File: src/rtl/serial_adder_pkg.sv
package serial_adder_pkg;

  typedef struct packed {
    logic sum;
    logic cout;
  } fa_out_t;

  function automatic fa_out_t full_add(input logic x, input logic y, input logic cin);
    fa_out_t r;
    r.sum  = x ^ y ^ cin;
    r.cout = (x & y) | (x & cin) | (y & cin);
    return r;
  endfunction

endpackage

File: src/rtl/sa_shift_reg.sv
module sa_shift_reg #(
  parameter int W = 4
) (
  input  logic         clk,
  input  logic         clr,
  input  logic         en,
  input  logic         sin,
  output logic [W-1:0] q
);

  always_ff @(posedge clk) begin
    if (clr)
      q <= '0;
    else if (en)
      q <= {sin, q[W-1:1]};
  end

endmodule

File: src/rtl/sa_bit_slice.sv
module sa_bit_slice
  import serial_adder_pkg::*;
(
  input  logic clk,
  input  logic clr,
  input  logic en,
  input  logic last,
  input  logic a_bit,
  input  logic b_bit,
  output logic sum_bit,
  output logic carry_q
);

  fa_out_t fa;

  always_comb fa = full_add(a_bit, b_bit, carry_q);

  assign sum_bit = fa.sum;

  always_ff @(posedge clk) begin
    if (clr)
      carry_q <= 1'b0;
    else if (en)
      carry_q <= last ? 1'b0 : fa.cout;
  end

endmodule

File: src/rtl/sa_bit_counter.sv
module sa_bit_counter #(
  parameter int W  = 4,
  localparam int CW = $clog2(W)
) (
  input  logic          clk,
  input  logic          clr,
  input  logic          en,
  output logic [CW-1:0] cnt,
  output logic          last
);

  localparam logic [CW-1:0] TOP = CW'(W - 1);

  assign last = en && (cnt == TOP);

  always_ff @(posedge clk) begin
    if (clr)
      cnt <= '0;
    else if (en)
      cnt <= (cnt == TOP) ? '0 : cnt + 1'b1;
  end

endmodule

File: src/rtl/serial_accum_adder.sv
module serial_accum_adder #(
  parameter int W = 4,
  localparam int CW = $clog2(W)
) (
  input  logic         clk,
  input  logic         clr,
  input  logic         shift_en,
  input  logic         ser_in,
  output logic [W-1:0] acc_q,
  output logic         done
);

  logic [W-1:0]  a_q;
  logic [W-1:0]  b_q;
  logic [CW-1:0] cnt;
  logic          last;
  logic          sum_bit;
  logic          carry_q;
  logic          unused_b_hi;

  assign unused_b_hi = ^b_q[W-1:1];

  sa_bit_counter #(.W(W)) u_cnt (
    .clk  (clk),
    .clr  (clr),
    .en   (shift_en),
    .cnt  (cnt),
    .last (last)
  );

  sa_shift_reg #(.W(W)) u_areg (
    .clk (clk),
    .clr (clr),
    .en  (shift_en),
    .sin (sum_bit),
    .q   (a_q)
  );

  sa_shift_reg #(.W(W)) u_breg (
    .clk (clk),
    .clr (clr),
    .en  (shift_en),
    .sin (ser_in),
    .q   (b_q)
  );

  sa_bit_slice u_slice (
    .clk     (clk),
    .clr     (clr),
    .en      (shift_en),
    .last    (last),
    .a_bit   (a_q[0]),
    .b_bit   (b_q[0]),
    .sum_bit (sum_bit),
    .carry_q (carry_q)
  );

  always_ff @(posedge clk) begin
    if (clr)
      done <= 1'b0;
    else
      done <= last;
  end

  assign acc_q = a_q;

endmodule

File: config.mk
export PLATFORM = sky130hd
export DESIGN_NAME = serial_accum_adder
export DESIGN_NICKNAME = d
export VERILOG_FILES = /design/src/rtl/serial_adder_pkg.sv /design/src/rtl/sa_shift_reg.sv /design/src/rtl/sa_bit_slice.sv /design/src/rtl/sa_bit_counter.sv /design/src/rtl/serial_accum_adder.sv
export SDC_FILE = /design/constraint.sdc
export NUM_CORES = 1
export LEC_CHECK = 0
export BUFFER_PORTS_ARGS = -buffer_cell sky130_fd_sc_hd__buf_4
export CAP_MARGIN = 20
export CORE_AREA = 2 2 39 41
export CTS_CLUSTER_DIAMETER = 120
export DETAILED_ROUTE_END_ITERATION = 8
export DIE_AREA = 0 0 41 43
export PLACE_DENSITY = 0.58
export SYNTH_ARGS = -nofsm -noshare
export SYNTH_HDL_FRONTEND = slang
export SYNTH_SLANG_ARGS = --single-unit
File: constraint.sdc
create_clock -name clk -period 1.52 [get_ports clk]
set_input_delay 0 -clock clk [delete_from_list [all_inputs] [get_ports clk]]
set_output_delay 0 -clock clk [all_outputs]
set_load 0.03 [all_outputs]
* Word-level counts from Yosys, hierarchy flattened
Cells that the tools add are included.
Cells by class: $add $sub $neg 1, equality and inequality tests 1, multiplexer cells 2, bitwise operators 7, reduce and logical (&&, ||, !) cells 1
Operators with widths (number):
- 1-bit bitwise AND | 3
- 2-bit by 1-bit adder with 2-bit output, second input constant | 1
- 2-bit == test, second input constant | 1
- 2-bit two-way mux | 1
- 1-bit OR | 2
- 1-bit XOR | 2
- 1-bit logical AND | 1
- 1-bit two-way mux | 1
Storage, ports and cells: register bits after elaboration 12, output and inout port bits 5

* Depth between registers and ports, before layout
Gate-level depths: netlist (run 1).
depth in word-level cells 4, depth in mapped cells 3, gate-level depth less buffers 3

* Hierarchy
Synthesis (run 1) repeated with hierarchy kept, for this count alone.
Unflattened totals: cells, all modules 42, area, all modules 469.2 um^2
Modules (own cells, without submodules):
- sa_shift_reg | times used 2, cells an instance 13, area an instance 140.1 um^2
- sa_bit_counter | times used 1, cells an instance 9, area an instance 92.6 um^2
- sa_bit_slice | times used 1, cells an instance 5, area an instance 62.6 um^2
- serial_accum_adder | times used 1, cells an instance 2, area an instance 33.8 um^2

* Worst setup path before layout (run 1)
OpenSTA, ideal clock, no wires.
path kind register to register, start point register u_slice.carry_q, end point register u_areg.q[3], library setup time 0.128 ns, data arrival time 0.931 ns, required time 1.392 ns, setup slack 0.461 ns, cell stages (with the launch flop) 4, clock period less this slack 1.059 ns, path through dfxtp_1 > fa_1 > mux2i_1 > nor2_1
On the way: word-level cells in the longest chain between the ends 1
RTL lines:
- start, declared | line sa_bit_slice.sv:11 | output logic carry_q
- start signal, assigned | line sa_bit_slice.sv:24 | carry_q <= last ? 1'b0 : fa.cout;
- 1-bit XOR | line serial_adder_pkg.sv:10 | r.sum = x ^ y ^ cin;
- named net sum_bit | line serial_accum_adder.sv:17 | logic sum_bit;
- end signal, assigned | line sa_shift_reg.sv:15 | q <= {sin, q[W-1:1]};
- end, declared | line sa_shift_reg.sv:8 | output logic [W-1:0] q
The timed path passes the listed nets, and every way through them passes these cells. A chain may end at the register's enable or synchronous reset.

==> results of run 1 <==
[state kept, by name, indices dropped and copies added, names as in the netlist]
| name | count |
|---|---|
| u_areg.q | 4 |
| u_cnt.cnt | 2 |
| u_slice.carry_q | 1 |
| done | 1 |
| u_breg.q | 4 |
[final cells by class]
class | instances | area [um2]
Timing Repair Buffer | 11 | 90.1
Multi-Input combinational cell | 27 | 204
Fill cell | 144 | 807
Clock buffer | 3 | 22.5
Tap cell | 16 | 20.0
Sequential cell | 12 | 240
[worst max-delay path: stages]
cell and delay [ns]:
dlygate4sd3_1 0.53, buf_4 0.13, mux2i_1 0.12, nor2_1 0.05, dlygate4sd3_1 0.55
[metrics by stage]
stage	area [um2]	instances	setup slack [ns]	total power, uW
floorplan	463	42	0.461	359
global placement	524	63	0.449	370
detailed placement	524	63	0.439	370
CTS	577	69	0.317	566
global route	577	69	0.217	586
finish	577	69	0.293	558
[routing by layer]
layer / share of wire, % / vias to the layer above / GRT usage (%) / wire, um
met1: 51 / 131 / 14.1 / 362
met3: 4.6 / 5 / 4.71 / 33
met2: 38 / 9 / 10.0 / 275
met5: 0 / - / 0 / 0
met4: 6.1 / 0 / 14.0 / 44
li1: - / 161 / - / -
[power breakdown]
part | internal, uW | switching [uW] | leakage (uW)
Combinational | 23.6 | 19.4 | 0.000162
Sequential | 322 | 4.14 | 0.0000973
Clock | 91.7 | 96.9 | 0.0000138
Total | 437 | 120 | 0.000273
[logic make-up after synthesis]
group	count (synthesis)	synth area share, %
simple gates	14	15.4
compound gates	2	2.16
buf+inv	3	4.05
fa+ha+maj	2	7.03
flops	12	51.9
mux	9	19.5
[repair_timing]
item                      4_1_cts  5_1_grt
gates resized for setup         0        0
hold endpoints to repair       11        0
hold buffers                    3        0
[final timing paths]
kind	from	endpoint	slack (ns)
setup reg to reg	u_breg.q[3]	u_breg.q[3]	0.38
hold / removal	shift_en	u_slice.carry_q	0.12
hold reg to reg	u_cnt.cnt[0]	u_cnt.cnt[0]	0.49
setup / recovery	ser_in	u_breg.q[3]	0.29
[layout by cell type, fill, tap and decap left out, types with 2 or more instances in the layout]
cell	count
a21oi_1	2
buf_4	8
clkbuf_4	3
dfxtp_1	12
dlygate4sd3_1	3
mux2i_1	9
nand2b_1	2
nor2_1	9
==> impl_metrics.json, run 1 <==
{
  "status": "finished, final reports clean",
  "slew_headroom_pct": 87.8,
  "place_congestion": 0.641,
  "grt_pass1_vias": 243,
  "report.final.slew_viol_count": 0,
  "diodes": 0,
  "setup_viol": 0,
  "cts_root_buffer": "clkbuf_4",
  "overflow": 0,
  "endpoint_kind": "register",
  "wl_um": 716,
  "critPathMaxFanout": 1,
  "io_pins": 9,
  "cts_buffer_depth": 2,
  "cts_tree": "done",
  "period_minus_slack_ns": 1.23,
  "whs_ns": 0.120,
  "path_class": "in -> reg",
  "grt_pass1_wl_mm": 1.12,
  "clk_pin_slew_ns": 0.07,
  "synth_top_area_share_pct": 51.9,
  "yosys-top-cells-count": "dfxtp_1 (12), mux2i_1 (9), nor2_1 (9)",
  "synth_top_area_cell": "dfxtp_1",
  "syn-num-nets": 48,
  "synthCells": 42,
  "synth_cell_type_count": 12,
  "fin_nets": 61,
  "cp.arrival_ns": 1.38,
  "drt_iter0_drc": 2,
  "synth_warnings": 0,
  "power.density_nw_per_um2": 967,
  "final_hold_viol_count": 0,
  "coreArea_um2": 1380,
  "synthFlopType": "dfxtp_1",
  "worst_slew_pin_slew_ns": 0.183,
  "dr.pass1.iters": 2,
  "h-tree-depth": 1,
  "skew_ns": 0.00265,
  "start_util_pct": 33.5,
  "critPathLaunchType": "primary input",
  "cts_buffers": 3,
  "fin_crit_sh_pct": 80.7,
  "vias_per_cell": 4.43,
  "dieArea_um2": 1760,
  "die_w_um": 41,
  "wire_per_inst_um": 10.4,
  "clock-sinks": 12,
  "antenna_left": 0,
  "async_reset_ff_share_pct": 0,
  "clk_latency_ns": 0.27,
  "antenna_found_initial": 0,
  "rsz0062_at_grt": "false",
  "die_y_um": 43,
  "drive_above_1_share_pct": 20.8,
  "syn_to_final_growth_pct": 24.6,
  "ir_drop_mv": 0.280,
  "leakagePower_uw": 0.000273,
  "synthTopCellsByArea": "dfxtp_1 (52%), mux2i_1 (19%), nor2_1 (7.3%)",
  "fin_tns_setup_ns": 0,
  "grt_max_degree": 15,
  "port_buffers": 8,
  "synth_edf_count": 0,
  "ys_ff_latch": 12,
  "dp_hpwl_um": 493,
  "drc_errors": 0,
  "synth.avg_cell_area_um2": 11.0,
  "post-cts-setup-buffers": 0,
  "vias": 306,
  "synth-seq-area-share_pct": 51.9,
  "hold_depth": 3,
  "worst_ep_required_time_ns": 1.68,
  "hold_path.class": "in -> reg",
  "yosysMostFrequentCell": "dfxtp_1",
  "cap_violations": 0,
  "grt.total_usage_pct": 10.6,
  "rows": 14,
  "syn-cell-area_um2": 463,
  "max_clock_freq_ghz": 0.815,
  "fin_util_pct": 41.7,
  "rr_worst_depth": 3
}
Power figures use the tool's default switching activity.
==> run 2: changes to the inputs <==
PLACE_DENSITY = 0.6   (was 0.58)
clock period = 1 ns   (was 1.52 ns; I/O delays follow)
==> run 2 against run 1 <==
Cell area up 1.3%. Largest power group unchanged. Critical endpoint is now u_areg.q[3]. Final cell count up 1.4%. Global-route usage decreased by 0.11 points. Clock power increased by 51%. Largest cell class unchanged. Worst setup slack got worse by 0.38 ns. The run now ends with hold timing, setup timing left. Via count grew 4.2%. Clock skew is 0.0010 ns lower. Hold slack got worse by 0.14 ns. Non-clock buffer count increased by 1.
==> impl_metrics.json, run 2 (synthesis results as in run 1) <==
{
  "grt_pass1_wl_mm": 1.15,
  "setup_viol": 2,
  "drc_errors": 0,
  "cp.arrival_ns": 1.25,
  "max_clock_freq_ghz": 0.917,
  "vias": 319,
  "worst_ep_required_time_ns": 1.16,
  "wire_per_inst_um": 10.2,
  "cts_root_buffer": "clkbuf_4",
  "period_minus_slack_ns": 1.09,
  "rsz0062_at_grt": "true",
  "report.final.slew_viol_count": 0,
  "start_util_pct": 33.5,
  "drt_iter0_drc": 1,
  "die_w_um": 41,
  "syn_to_final_growth_pct": 26.2,
  "final_hold_viol_count": 9,
  "antenna_left": 0,
  "final_cell_mix": "buf_4 (11), dfxtp_1 (10), mux2i_1 (9), nor2_1 (9), clkbuf_4 (3)",
  "violations": "hold timing, setup timing",
  "rr_worst_depth": 3,
  "dp_hpwl_um": 494,
  "cts_buffer_depth": 2,
  "r2r-start": "u_slice.carry_q",
  "worst_slack_ns": -0.0907,
  "vias_per_cell": 4.56,
  "fin_util_pct": 42.2,
  "grt_pass1_vias": 296,
  "power_uw": 845,
  "fin_crit_sh_pct": 109,
  "place_congestion": 0.625,
  "ir_drop_mv": 0.468,
  "clock-sinks": 12,
  "path_class": "reg -> reg",
  "dr.pass1.iters": 4,
  "status": "complete, but fails checks",
  "crit_start": "u_slice.carry_q",
  "fin_nets": 62,
  "io_pins": 9,
  "rows": 14,
  "cts_buffers": 3,
  "port_buffers": 8,
  "hp-start": "clr",
  "grt_max_degree": 15,
  "worst_slew_pin_slew_ns": 0.188,
  "h-tree-depth": 1,
  "fill_cells": 138,
  "whs_ns": -0.0197,
  "drive_above_1_share_pct": 31.5,
  "holdBufCountCts": 1,
  "final_common_cell": "buf_4",
  "dieArea_um2": 1760,
  "coreArea_um2": 1380,
  "critPathMaxFanout": 2,
  "wl_um": 716,
  "leakagePower_uw": 0.000278,
  "hold_path.class": "in -> reg",
  "diodes": 0,
  "slew_headroom_pct": 87.5,
  "clk_latency_ns": 0.26,
  "endpoint_kind": "register",
  "overflow": 0,
  "top_regs": "u_areg.q (4), u_breg.q (4), u_cnt.cnt (2)",
  "critPathLaunchType": "register",
  "cts_tree": "done",
  "skew_ns": 0.00162,
  "clk_pin_slew_ns": 0.07,
  "cap_violations": 0,
  "grt.total_usage_pct": 10.5,
  "hold_depth": 2,
  "antenna_found_initial": 0,
  "die_y_um": 43,
  "power.density_nw_per_um2": 1450
}
run 2: cell types whose count changed in the layout (fill, tap and decap cells not counted), sizes merged:
| cell | previous run | this run |
|---|---|---|
| dlygate4sd3 | 3 | 1 |
| buf | 8 | 11 |
run 2: final timing paths:
path	end	slack [ns]
setup / recovery	u_areg.q[3]	-0.09
hold / removal	u_slice.carry_q	-0.02
setup reg to reg	u_areg.q[3]	-0.09
hold reg to reg	u_breg.q[2]	0.50
run 2: layout make-up:
| class | count | area, um2 | area share [%] |
|---|---|---|---|
| Clock buffer | 3 | 22.5 | 3.85 |
| Tap cell | 16 | 20.0 | 3.43 |
| Timing Repair Buffer | 12 | 92.6 | 15.8 |
| Multi-Input combinational cell | 27 | 206 | 35.3 |
| Sequential cell | 12 | 243 | 41.5 |
run 2: report_power, final:
part           total [uW]  internal (uW)  switching (uW)
logic                63.5           34.2            29.3
registers             495            489            6.13
clock network         286            139             147
run 2: routing by layer:
metal | share of wire, % | routed length [um] | up-vias | GRT usage, %
li1 | - | - | 166 | -
met1 | 47 | 333 | 145 | 11.1
met2 | 48 | 341 | 8 | 14.4
met3 | 5.7 | 41 | 0 | 6.28
met4 | 0 | 0 | 0 | 8.00
met5 | 0 | 0 | - | 0
run 2: timing repair:
action,in CTS,in global routing
gates cloned,0,0
pin swaps,0,1
gates resized for setup,0,0
endpoints found under the setup margin,2,3
buffers inserted,0,1
hold endpoints to repair,11,11
run 2: worst max-delay path: stages, from the launching register on:
cell	delay, ns
dfxtp_2	0.33
fa_1	0.47
mux2i_1	0.14
nor2_1	0.05
run 2: stage by stage:
stage	hold WS (ns)	setup TNS (ns)	instances	worst slack, ns	area, um2
2_1_floorplan	0.0691	-0.0567	42	-0.0567	468
3_3_place_gp	0.253	-0.0834	65	-0.0550	544
3_5_place_dp	0.256	-0.112	65	-0.0880	544
4_1_cts	-0.0282	-0.142	69	-0.101	577
5_1_grt	-0.0362	-0.282	70	-0.141	584
6_report	-0.0197	-0.121	70	-0.0907	584
